==> src/rtl/spl_pkg.sv <==
// Shared widths and payload packing for the slot power limit message logic.
// Assumes the fixed one-dword layout: value in bits 7:0, scale in bits 9:8.
package spl_pkg;
    localparam int LIMIT_VAL_W = 8;
    localparam int LIMIT_SCL_W = 2;
    localparam int MSG_DW      = 32;
    localparam int SCALE_LSB   = 8;
    localparam int USED_W      = SCALE_LSB + LIMIT_SCL_W;

    // Build the data dword; every bit outside the two fields is zero.
    function automatic logic [MSG_DW-1:0] pack_limit(
        input logic [LIMIT_VAL_W-1:0] value,
        input logic [LIMIT_SCL_W-1:0] scale
    );
        logic [MSG_DW-1:0] word;
        word = '0;
        word[LIMIT_VAL_W-1:0] = value;
        word[SCALE_LSB +: LIMIT_SCL_W] = scale;
        return word;
    endfunction
endpackage

==> src/rtl/spl_trigger.sv <==
// Decides when a send is due: a register write while the link is up, or a
// rising edge of link-up while the slot register is initialized.
// Assumes dl_up is already synchronous to clk.
module spl_trigger (
    input  logic clk,
    input  logic rst_n,
    input  logic cfg_wr,
    input  logic dl_up,
    input  logic slot_init,
    output logic fire
);
    logic dl_up_q;
    logic link_rise;

    // Registered copy of link status for edge detection.
    always_ff @(posedge clk) begin
        if (!rst_n) dl_up_q <= 1'b0;
        else        dl_up_q <= dl_up;
    end

    // Combine the two trigger sources.
    always_comb begin
        link_rise = dl_up && !dl_up_q;
        fire      = (cfg_wr && dl_up) || (link_rise && slot_init);
    end
endmodule

==> src/rtl/spl_tx_ctrl.sv <==
// Holds the send request and its payload until accepted, and folds any
// triggers seen while waiting into one pending follow-up send.
// Assumes msg_accept is only asserted while the request is high.
module spl_tx_ctrl
    import spl_pkg::*;
(
    input  logic                   clk,
    input  logic                   rst_n,
    input  logic                   fire,
    input  logic [LIMIT_VAL_W-1:0] value,
    input  logic [LIMIT_SCL_W-1:0] scale,
    input  logic                   accept,
    output logic                   req,
    output logic [MSG_DW-1:0]      payload
);
    logic pending;

    // Request, payload and pending-flag sequencing.
    always_ff @(posedge clk) begin
        if (!rst_n) begin
            req     <= 1'b0;
            payload <= '0;
            pending <= 1'b0;
        end else if (req) begin
            if (accept) begin
                if (pending || fire) begin
                    payload <= pack_limit(value, scale);
                    pending <= 1'b0;
                end else begin
                    req <= 1'b0;
                end
            end else if (fire) begin
                pending <= 1'b1;
            end
        end else if (fire) begin
            req     <= 1'b1;
            payload <= pack_limit(value, scale);
        end
    end
endmodule

==> src/rtl/spl_rx_copy.sv <==
// Receive-side copy of the limit fields into a device-capabilities image.
// HARDWIRE=1 forces both fields to zero and ignores incoming payloads.
module spl_rx_copy
    import spl_pkg::*;
#(
    parameter bit HARDWIRE = 1'b0
) (
    input  logic                   clk,
    input  logic                   rst_n,
    input  logic                   rx_valid,
    input  logic [MSG_DW-1:0]      rx_payload,
    output logic [LIMIT_VAL_W-1:0] value,
    output logic [LIMIT_SCL_W-1:0] scale
);
    logic [LIMIT_VAL_W-1:0] value_q;
    logic [LIMIT_SCL_W-1:0] scale_q;

    // Capture the two fields of each received payload.
    always_ff @(posedge clk) begin
        if (!rst_n) begin
            value_q <= '0;
            scale_q <= '0;
        end else if (rx_valid) begin
            value_q <= rx_payload[LIMIT_VAL_W-1:0];
            scale_q <= rx_payload[SCALE_LSB +: LIMIT_SCL_W];
        end
    end

    generate
        if (HARDWIRE) begin : g_tied
            // Fields read as zero regardless of traffic.
            assign value = '0;
            assign scale = '0;
        end else begin : g_copy
            // Fields follow the last received payload.
            assign value = value_q;
            assign scale = scale_q;
        end
    endgenerate
endmodule

==> src/rtl/spl_msg_gen.sv <==
// Top of the slot power limit message generator for a downstream port,
// with the receive-side copy used by the port on the far side of the link.
module spl_msg_gen
    import spl_pkg::*;
#(
    parameter bit RX_HARDWIRE = 1'b0
) (
    input  logic                   clk,
    input  logic                   rst_n,
    input  logic [LIMIT_VAL_W-1:0] slot_value,
    input  logic [LIMIT_SCL_W-1:0] slot_scale,
    input  logic                   slot_cfg_wr,
    input  logic                   slot_init,
    input  logic                   dl_up,
    output logic                   msg_req,
    output logic [MSG_DW-1:0]      msg_payload,
    input  logic                   msg_accept,
    input  logic                   rx_msg_valid,
    input  logic [MSG_DW-1:0]      rx_msg_payload,
    output logic [LIMIT_VAL_W-1:0] dev_limit_value,
    output logic [LIMIT_SCL_W-1:0] dev_limit_scale
);
    logic fire;

    spl_trigger u_trig (
        .clk       (clk),
        .rst_n     (rst_n),
        .cfg_wr    (slot_cfg_wr),
        .dl_up     (dl_up),
        .slot_init (slot_init),
        .fire      (fire)
    );

    spl_tx_ctrl u_tx (
        .clk     (clk),
        .rst_n   (rst_n),
        .fire    (fire),
        .value   (slot_value),
        .scale   (slot_scale),
        .accept  (msg_accept),
        .req     (msg_req),
        .payload (msg_payload)
    );

    spl_rx_copy #(.HARDWIRE(RX_HARDWIRE)) u_rx (
        .clk        (clk),
        .rst_n      (rst_n),
        .rx_valid   (rx_msg_valid),
        .rx_payload (rx_msg_payload),
        .value      (dev_limit_value),
        .scale      (dev_limit_scale)
    );
endmodule

==> config.mk <==
export PLATFORM = sky130hd
export DESIGN_NAME = spl_msg_gen
export DESIGN_NICKNAME = d
export VERILOG_FILES = /design/src/rtl/spl_pkg.sv /design/src/rtl/spl_trigger.sv /design/src/rtl/spl_tx_ctrl.sv /design/src/rtl/spl_rx_copy.sv /design/src/rtl/spl_msg_gen.sv
export SDC_FILE = /design/constraint.sdc
export NUM_CORES = 1
export LEC_CHECK = 0
export BUFFER_PORTS_ARGS = -buffer_cell sky130_fd_sc_hd__buf_2
export CAP_MARGIN = 20
export CORE_MARGIN = 2
export CORE_UTILIZATION = 34
export CTS_CLUSTER_SIZE = 14
export DETAILED_ROUTE_END_ITERATION = 8
export GPL_TIMING_DRIVEN = 0
export PLACE_DENSITY = 0.8
export SLEW_MARGIN = 10
export SYNTH_ARGS = -nofsm -noshare
export SYNTH_HDL_FRONTEND = slang
export SYNTH_HIERARCHICAL = 1
export SYNTH_SLANG_ARGS = --single-unit
==> constraint.sdc <==
create_clock -name clk -period 1.1 [get_ports clk]
set_input_delay 0.055 -clock clk [delete_from_list [all_inputs] [get_ports clk]]
set_output_delay 0.055 -clock clk [all_outputs]
set_load 0.005 [all_outputs]
# Word-level counts from Yosys, hierarchy flattened
# Index checks and enable logic that the tools add are counted.
# W data, S select, Z words.
# word_totals
reg_bits,45
in_bits,49
output_inout_bits,43
wordCells,30
# classes
n_eq_ne,3
muxes,11
reduce_logical,10
# ops
op,n
$mux W32,4
$mux W1,7
$reduce_and A3 Y1,2
$ne A2 B2 Y1 const B,2
$reduce_bool A2 Y1,2
$logic_and A1 B1 Y1,3
$logic_or A1 B1 Y1,2
$ne A2 B1 Y1 const B,1
$logic_not A1 Y1,1

# Depth between registers and ports, before layout
# Gate-level depths: netlist of run 1.
# depth
depth_word,8
depth_mapped,6
depth_no_buf,5

# Modules after synthesis
# The synthesis of run 1 kept the hierarchy.
# modules_own_cells
module,instances,cells_per_inst,area_each_um2,seq_area_each_um2
spl_tx_ctrl,1,77,646.9,240.2
spl_rx_copy,1,31,374.1,200.2
spl_trigger,1,4,47.5,20.0

# Least setup slack after synthesis of run 1
# Ideal clock, no wire load.
# synth_timing
path_kind,register to register
start,register u_trig.dl_up_q
end,register u_tx.payload[0]
setup_time_ps,72
arrival_time_ps,1047
required_time_ps,1028
path_slack_ps,-19
path_stages_with_launch,7
n_path_buf,1
period_less_slack_ps,1119
path_cell_list,dfxtp_1 -> nor2b_4 -> o21a_1 -> a21oi_1 -> a21oi_1 -> buf_6 -> mux2i_1
# synth_between
elab_chain_len,7
elab_cells_between_ends,8
cone_classes,eq/ne: 1; reduce/logical: 7
# synth_lines
item,line,text
from (decl),spl_trigger.sv:12,logic dl_up_q;
from (signal assigned),spl_trigger.sv:18,else dl_up_q <= dl_up;
$logic_not A1 Y1 *,spl_trigger.sv:23,link_rise = dl_up && !dl_up_q;
$logic_and A1 B1 Y1 *,spl_trigger.sv:23,
$logic_and A1 B1 Y1 *,spl_trigger.sv:24,fire = (cfg_wr && dl_up) || (link_rise && slot_init);
$logic_or A1 B1 Y1 *,spl_trigger.sv:24,
net fire,spl_msg_gen.sv:23,logic fire;
$logic_or A1 B1 Y1,spl_tx_ctrl.sv:26,if (pending || fire) begin
$ne A2 B2 Y1 (no line),-,
$reduce_and A3 Y1 (no line) *,-,
to (signal assigned),spl_tx_ctrl.sv:27,"payload <= pack_limit(value, scale);"
to (signal assigned),spl_tx_ctrl.sv:37,"payload <= pack_limit(value, scale);"
to (decl),spl_tx_ctrl.sv:14,output logic [MSG_DW-1:0] payload
# The timed path passes the listed nets; every way through them passes the cells marked *.
# A chain may end at the register's enable or synchronous reset.

# Worst setup path after layout of run 1
# layout_timing
start,register u_trig.dl_up_q
end,register u_tx.payload[8]
# Same word-level chain as after synthesis.

==> results.json, run 1 <==
{
  "status": "finished, violations left",
  "violations": "setup timing",
  "rr_startpoint": "u_trig/dl_up_q",
  "final_hold_viol_count": 0,
  "r2r-end": "u_tx/payload[8]",
  "total_leakage_power_uw": 0.000881,
  "endpoint_kind": "flop",
  "ys.flop_type": "dfxtp_1",
  "ctsHtreeMaxLevel": 1,
  "period_needed_ns": 1.19,
  "drt_iter0_drc": 20,
  "critPathTopFamily": "compound AO/OA/AOI/OAI gates",
  "crit_path_start_kind": "flop",
  "cp_cell_sequence": "nor2b_4, o21a_1, a21oi_2, a21oi_2, buf_6, mux2i_1",
  "slowest_delay_ns": 0.34,
  "root_buffer": "clkbuf_4",
  "grt_pass1_wl_um": 3440,
  "ys_warn_count": 6,
  "track_usage_pct": 12.7,
  "seq_power_share_pct": 54.8,
  "synth_top_area_cell": "dfxtp_1",
  "slowest_stage": "dfxtp_2",
  "clock-skew-final_ns": 0.00666,
  "vias": 937,
  "synth_cells": 112,
  "drt_pass1_iterations": 2,
  "hold_path_end": "u_rx/scale[0]",
  "avgRoutedWirePerCell_um": 9.16,
  "r2r_slack_ns": -0.09,
  "n_fill_cell": 269,
  "layout_setup_ws_ns": -0.0938,
  "p_sw_uw": 411,
  "pin_count": 92,
  "arrival_ns": 1.43,
  "switching_share_pct": 24.6,
  "maxCapViolCount": 0,
  "worstHoldStart": "rx_msg_payload[8]",
  "ys_seq_elements": 23,
  "area.growth.synth_to_final_pct": 54.1,
  "hold_path.class": "input pin to flop",
  "finalNetCount": 251,
  "power_density_nw_per_um2": 1010,
  "drc": 0,
  "start_util_pct": 35.3,
  "worst-path-buf-inv": 1,
  "p_clk_share_pct": 22.5,
  "grt_overflow": 0,
  "clock_latency_ns": 0.30,
  "grt_pass1_vias": 844,
  "numCtsBuffers": 3,
  "drive_gt1_share_pct": 39.3,
  "routed_wl_um": 2240,
  "antenna_found_initial": 0,
  "synth_area_leaders": "dfxtp_1 43%, mux2i_1 19%, buf_4 15%",
  "grt_max_degree": 15,
  "synth_top_area_share_pct": 43.1,
  "cts_tree": "yes",
  "cp_common_cell": "a21oi_2",
  "synthesis.area_sq_um": 1070,
  "setup-tns-final_ns": -0.777,
  "path_clk_slew_ns": 0.12,
  "yosysUniqueCellTypes": 15,
  "gp_congestion": 0.614,
  "coreArea_sq_um": 3030,
  "die-area_sq_um": 3610,
  "path_max_fanout": 5,
  "dpl-instance-area_sq_um": 1430,
  "worstPathRequired_ns": 1.34,
  "vdd_drop_max_mv": 0.514,
  "hpwl_um": 1510,
  "critPathKind": "flop to flop",
  "ys_seq_area_share_pct": 43.1,
  "rsz0062_at_grt": "true",
  "min_path_cells": 3,
  "drtAntennaViolNets": 0,
  "fmax_mhz": 838,
  "num_rows": 20,
  "combPwrFrac_pct": 22.7,
  "seqCellArea_sq_um": 462,
  "avgSynthCellArea_sq_um": 9.54,
  "synth_edf_count": 0,
  "setup_viol": 10,
  "die_h_um": 60.1,
  "fin_area_sq_um": 1650,
  "min_period_over_period_pct": 109,
  "diodes": 0,
  "internal_power_uw": 1260,
  "die_w_um": 60.1,
  "cts_buffer_depth": 2,
  "drv_slew": 0,
  "multi_input_area_sq_um": 488,
  "vias_per_cell": 3.82,
  "ys_async_sr_fraction_pct": 0,
  "clock_sinks": 23,
  "post-route-util_pct": 54.4,
  "r2r_cells": 6,
  "port_buffers": 46
}
cell usage after synthesis, types with 2 or more instances:
master    instances
inv_1             3
mux2i_1          20
dfxtp_1          23
buf_4            22
a21oi_1           4
buf_6             2
nand2_1          20
clkbuf_1          2
nor2b_1          10
timing repair:
item	4_1_cts	5_1_grt
setup endpoints to repair	10	10
gates cloned	1	0
pin swaps	1	1
buffers inserted	1	0
endpoints found under the hold margin	16	0
gates resized for setup	4	0
hold buffers	16	0
area by class of cell:
cell class / count / area share, %
plain buffers: 26 / 11.9
clock buffers: 4 / 1.60
inverters: 3 / 0.684
multi-input cells: 81 / 29.6
flip-flops and latches: 23 / 28.0
well taps: 44 / 3.34
repair buffers: 64 / 24.8
sequential cells by signal (all words and copies together), names as in the netlist:
name            flops
u_tx/payload       10
u_rx/value          8
u_rx/scale          2
u_trig/dl_up_q      1
u_tx/pending        1
u_tx/req            1
cells in the final DEF (no fill, tap or decap), drive strengths merged:
cell / instances
a211oi: 1
a21oi: 4
and2: 1
buf: 72
clkbuf: 6
conb: 22
dfxtp: 23
dlygate4sd3: 16
inv: 3
mux2i: 20
nand2: 20
nor2b: 11
o21a: 1
o21ai: 1
how the worst max path moves through the flow:
stage | from | end | slack [ns] | depth (start not counted)
final | u_trig/dl_up_q | u_tx/payload[8] | -0.09 | 6
after global routing | u_trig/dl_up_q | u_tx/payload[8] | -0.18 | 6
after CTS | u_trig/dl_up_q | u_tx/payload[9] | -0.12 | 6
after detailed placement | u_trig/dl_up_q | u_tx/payload[4] | -0.12 | 6
after global placement | u_trig/dl_up_q | u_tx/payload[9] | -0.1 | 6
after floorplan | u_trig/dl_up_q | u_tx/payload[0] | -0.02 | 6
power by group through the flow:
| stage | clock network, uW | logic [uW] | registers (uW) |
|---|---|---|---|
| 2_1_floorplan | 0 | 197 | 936 |
| 3_3_place_gp | 0 | 313 | 929 |
| 3_5_place_dp | 0 | 319 | 929 |
| 4_1_cts | 411 | 376 | 914 |
| 5_1_grt | 434 | 420 | 920 |
| 6_report | 375 | 378 | 913 |
cells by family (layout without fill, tap and decap cells):
family,Yosys count,count (layout),synth area share [%]
AOI/OAI and AO/OA,7,7,3.75
buffers and inverters,29,97,19.3
DFF,23,23,43.1
muxes,20,20,18.7
other,1,22,0.351
and+or+nand+nor,32,32,14.8
metrics by stage:
| step | hold slack (ns) | cells | total power (uW) | setup WS [ns] |
|---|---|---|---|---|
| 2_1_floorplan | 0.149 | 133 | 1130 | -0.0163 |
| 3_3_place_gp | 0.259 | 223 | 1240 | -0.0996 |
| 3_5_place_dp | 0.261 | 223 | 1250 | -0.116 |
| 4_1_cts | 0.00225 | 245 | 1700 | -0.118 |
| 5_1_grt | 0.00715 | 245 | 1770 | -0.179 |
| 6_report | 0.0160 | 245 | 1670 | -0.0938 |
metal layers:
metal / share of wire, % / wire (um) / vias up / global-route usage, %
met2: 49 / 1110 / 46 / 25.2
met4: 0 / 0 / 0 / 4.76
met1: 42 / 952 / 401 / 12.8
li1: - / - / 490 / -
met5: 0 / 0 / - / 0
met3: 8.2 / 184 / 0 / 2.38
worst min-delay path: cells and delay by family:
| kind | cells | cell delay, ns |
|---|---|---|
| and+or+nand+nor | 1 | 0.09 |
| buffers and inverters | 1 | 0.08 |
| muxes | 1 | 0.06 |
Note: power is estimated with default switching activity, not from simulation.
==> inputs of run 2 (changes only) <==
--- a/config.mk
+++ b/config.mk
@@ -8,5 +8,4 @@
 export BUFFER_PORTS_ARGS = -buffer_cell sky130_fd_sc_hd__buf_2
 export CAP_MARGIN = 20
-export CORE_MARGIN = 2
 export CORE_UTILIZATION = 34
 export CTS_CLUSTER_SIZE = 14
==> constraint.sdc (replaced) <==
create_clock -name clk -period 1.1 [get_ports clk]
set_input_delay 0.055 -clock clk [delete_from_list [all_inputs] [get_ports clk]]
set_output_delay 0.055 -clock clk [all_outputs]
set_load 0.1 [all_outputs]
==> results.json, run 2 (synthesis results as in run 1) <==
{
  "worstPathRequired_ns": 1.33,
  "seq_power_share_pct": 39.2,
  "worstHoldStart": "rx_msg_payload[9]",
  "drc": 7,
  "num_rows": 19,
  "arrival_ns": 1.45,
  "die-area_sq_um": 3370,
  "total_leakage_power_uw": 0.000880,
  "start_util_pct": 37.1,
  "maxCapViolCount": 0,
  "r2r_cells": 6,
  "clock-skew-final_ns": 0.00275,
  "use_met1_pct": 15.6,
  "routed_wl_um": 2240,
  "hold_path_end": "u_rx/scale[1]",
  "grt_pass1_wl_um": 3560,
  "fmax_mhz": 817,
  "min_period_over_period_pct": 111,
  "pin_count": 92,
  "fin_area_sq_um": 1690,
  "dpl-instance-area_sq_um": 1470,
  "hpwl_um": 1540,
  "r2r_slack_ns": -0.12,
  "combPwrFrac_pct": 45.1,
  "numCtsBuffers": 3,
  "coreArea_sq_um": 2880,
  "avgRoutedWirePerCell_um": 9.33,
  "endpoint_kind": "flop",
  "drv_slew": 0,
  "area.growth.synth_to_final_pct": 58.3,
  "dp_slack_ns": -0.0983,
  "largest_register_ffs": 10,
  "clock_sinks": 23,
  "switching_share_pct": 45.2,
  "dp_cells": 221,
  "ctsHtreeMaxLevel": 1,
  "drt_iter0_drc": 29,
  "clock_latency_ns": 0.29,
  "finalNetCount": 248,
  "drive_gt1_share_pct": 50.5,
  "status": "finished, violations left",
  "layout_setup_ws_ns": -0.124,
  "rsz0062_at_grt": "true",
  "p_sw_uw": 1060,
  "grt_pass1_vias": 831,
  "internal_power_uw": 1290,
  "diodes": 0,
  "port_buffers": 46,
  "critPathKind": "flop to flop",
  "path_max_fanout": 5,
  "final_cell_mix": "45 x buf_4, 25 x buf_2, 22 x conb_1",
  "grt_overflow": 0,
  "fin_cells": 240,
  "period_needed_ns": 1.22,
  "final_hold_viol_count": 0,
  "root_buffer": "clkbuf_4",
  "path_clk_slew_ns": 0.12,
  "drtAntennaViolNets": 0,
  "track_usage_pct": 13.9,
  "vias_per_cell": 3.90,
  "largest_register": "u_tx/payload",
  "die_w_um": 58.1,
  "setup_viol": 11,
  "busiest_layer": "met2",
  "met3_usage_pct": 4.46,
  "cts_tree": "yes",
  "vias": 935,
  "vdd_drop_max_mv": 0.591,
  "grt_util_met2_pct": 24.3,
  "min_path_cells": 3,
  "holdWs_ns": 0.0105,
  "grt_max_degree": 15,
  "drt_pass1_iterations": 8,
  "power_density_nw_per_um2": 1390,
  "violations": "DRC, setup timing",
  "cts_buffer_depth": 2,
  "rr_startpoint": "u_trig/dl_up_q",
  "crit_path_start_kind": "flop",
  "antenna_found_initial": 0,
  "die_h_um": 58.1,
  "r2r-end": "u_tx/payload[2]",
  "p_clk_share_pct": 15.8,
  "gp_congestion": 0.819,
  "final_common_cell": "buf_4",
  "hold_path.class": "input pin to flop"
}
==> run 2: cell types whose count changed in the layout (fill, tap and decap cells not counted) <==
| cell | change |
|---|---|
| dfxtp_1 | -20 |
| dfxtp_4 | +1 |
| dfxtp_2 | +19 |
| buf_4 | +22 |
| dlygate4sd3_1 | -4 |
| buf_2 | -21 |
==> run 2: final cells by class <==
class,instances,area [sq um]
fillers,245,1180
flip-flops and latches,23,489
multi-input cells,81,488
repair buffers,61,429
plain buffers,26,195
well taps,42,52.6
clock buffers,4,26.3
inverters,3,11.3
==> run 2: worst max path at each step <==
stage,to,start,cells after the start,slack (ns)
after global placement,u_tx/payload[3],u_trig/dl_up_q,6,-0.07
after CTS,u_tx/payload[2],u_trig/dl_up_q,6,-0.13
after floorplan,u_tx/payload[0],u_tx/payload[0],2,-0.12
after global routing,u_tx/payload[2],u_trig/dl_up_q,6,-0.25
final,u_tx/payload[2],u_trig/dl_up_q,6,-0.12
after detailed placement,u_tx/payload[8],u_trig/dl_up_q,6,-0.1
==> run 2: routing by layer <==
layer	routed length, um	vias up
met1	840	388
met2	1120	53
met4	63	0
met5	0	-
met3	220	8
li1	-	486
==> run 2: power by group through the flow <==
stage | Combinational (uW) | Clock, uW | Sequential, uW
after floorplan | 512 | 0 | 1300
after global placement | 978 | 0 | 938
after detailed placement | 983 | 0 | 940
after CTS | 1050 | 399 | 924
after global routing | 1100 | 435 | 931
final | 1060 | 371 | 923
==> run 2: timing repair <==
action,in CTS,in global routing
pin swaps,0,0
endpoints found under the hold margin,12,0
buffers inserted,1,1
hold buffers,12,0
resized for setup,24,0
gates cloned,1,0
endpoints found under the setup margin,31,10
==> run 2: stage by stage <==
stage | power (uW) | util, % | TNS (ns)
after floorplan | 1810 | - | -0.637
after global placement | 1920 | 50.9 | -0.658
after detailed placement | 1920 | 50.9 | -0.885
after CTS | 2380 | 58.5 | -1.12
after global routing | 2470 | 58.8 | -2.29
final | 2360 | 58.8 | -1.01
==> run 2: critical path: stages (launching register included) <==
cell and delay (ns):
dfxtp_2 0.34, nor2b_4 0.09, o21a_1 0.15, a21oi_2 0.04
a21oi_2 0.18, buf_6 0.16, mux2i_1 0.19
==> inputs of run 3 (changes only) <==
- CORE_UTILIZATION: 34 -> 37
- PLACE_DENSITY: 0.8 -> 0.82
- clock period: 1.1 -> 1.3 ns (I/O delays scaled with it)
==> results.json, run 3 (synthesis results as in run 1) <==
{
  "cp_common_cell": "a21oi_2",
  "clock_sinks": 23,
  "hpwl_um": 1400,
  "path_clk_slew_ns": 0.12,
  "dpl-instance-area_sq_um": 1420,
  "path_max_fanout": 5,
  "setup-tns-final_ns": 0,
  "vias": 924,
  "coreArea_sq_um": 2760,
  "r2r_slack_ns": 0.04,
  "largest_register": "u_tx/payload",
  "gp_congestion": 0.722,
  "clock_latency_ns": 0.30,
  "numCtsBuffers": 3,
  "final_cell_mix": "46 x buf_2, 23 x buf_4, 22 x conb_1, 21 x dfxtp_1",
  "final_common_cell": "buf_2",
  "area.growth.synth_to_final_pct": 49.1,
  "die_h_um": 55.7,
  "total_leakage_power_uw": 0.000863,
  "busiest_layer": "met2",
  "fin_area_sq_um": 1590,
  "slowest_stage": "dfxtp_2",
  "post-route-util_pct": 57.8,
  "pin_count": 92,
  "status": "finished, final reports clean",
  "drt_iter0_drc": 9,
  "drtAntennaViolNets": 0,
  "num_rows": 19,
  "setup_viol": 0,
  "grt_pass1_wl_um": 3510,
  "track_usage_pct": 14.6,
  "critPathTopFamily": "compound AO/OA/AOI/OAI gates",
  "finalNetCount": 247,
  "grt_pass1_vias": 773,
  "vdd_drop_max_mv": 0.875,
  "cts_tree": "yes",
  "fmax_mhz": 791,
  "min_period_over_period_pct": 97.2,
  "slowest_delay_ns": 0.35,
  "clock-skew-final_ns": 0.00393,
  "largest_register_ffs": 10,
  "total_power_uw": 1960,
  "worstPathRequired_ns": 1.54,
  "drc": 0,
  "rsz0062_at_grt": "true",
  "cts_buffer_depth": 2,
  "critPathKind": "flop to flop",
  "grt_util_met2_pct": 25.8,
  "hold_path.class": "input pin to flop",
  "vias_per_cell": 4.05,
  "ctsHtreeMaxLevel": 1,
  "worst-path-buf-inv": 1,
  "endpoint_kind": "flop",
  "met3_usage_pct": 3.49,
  "diodes": 0,
  "grt_overflow": 0,
  "maxCapViolCount": 0,
  "die_w_um": 55.7,
  "final_hold_viol_count": 0,
  "port_buffers": 46,
  "power_density_nw_per_um2": 1230,
  "drv_slew": 0,
  "cp_cell_sequence": "nor2b_4, o21a_1, a21oi_2, a21oi_2, buf_4, mux2i_1",
  "root_buffer": "clkbuf_4",
  "cts_setup_buffers": 0,
  "start_util_pct": 38.7,
  "holdWs_ns": 0.0143,
  "period_needed_ns": 1.26,
  "die-area_sq_um": 3110,
  "routed_wl_um": 2220,
  "antenna_found_initial": 0,
  "use_met1_pct": 17.2,
  "drive_gt1_share_pct": 40.1,
  "arrival_ns": 1.50,
  "drt_pass1_iterations": 5,
  "crit_path_start_kind": "flop",
  "grt_max_degree": 15,
  "avgRoutedWirePerCell_um": 9.72
}
[run 3: worst min-delay path, delay by kind of cell]
family / cells / cell delay (ns)
simple gates: 1 / 0.09
buf+inv: 1 / 0.08
mux: 1 / 0.06
[run 3: worst paths after layout]
kind | to | depth (start not counted) | start
worst max-delay path | u_tx/payload[8] | 6 | u_trig/dl_up_q
worst max register to register | u_tx/payload[8] | 6 | u_trig/dl_up_q
worst min-delay path | u_rx/value[6] | 3 | rx_msg_payload[6]
worst min register to register | u_tx/payload[7] | 2 | u_tx/payload[7]
[run 3: repair_timing]
action | in CTS | in global routing
hold endpoints to repair | 12 | 1
hold buffers | 12 | 1
endpoints found under the setup margin | 0 | 10
resized for setup | 0 | 5
[run 3: power breakdown]
part | switching, uW | internal [uW] | leakage [uW]
Sequential | 23.9 | 749 | 0.000190
Combinational | 680 | 189 | 0.000657
Clock | 204 | 119 | 0.0000150
[run 3: per-layer routing]
layer | part of all wire [%] | wire (um)
met5 | 0 | 0
met1 | 43 | 945
met2 | 48 | 1070
met4 | 0.90 | 20
met3 | 8.3 | 183
[run 3: area by class of cell]
| cell class | count | area [sq um] |
|---|---|---|
| fillers | 249 | 1160 |
| multi-input cells | 81 | 488 |
| flip-flops and latches | 23 | 465 |
| repair buffers | 60 | 368 |
| plain buffers | 26 | 195 |
| well taps | 31 | 38.8 |
| clock buffers | 4 | 26.3 |
| inverters | 3 | 11.3 |
[run 3: metrics by stage]
stage	worst slack (ns)	instances
global placement	0.0972	210
floorplan	0.0393	133
detailed placement	0.0743	210
CTS	0.0504	226
finish	0.0364	228
global route	-0.0482	228
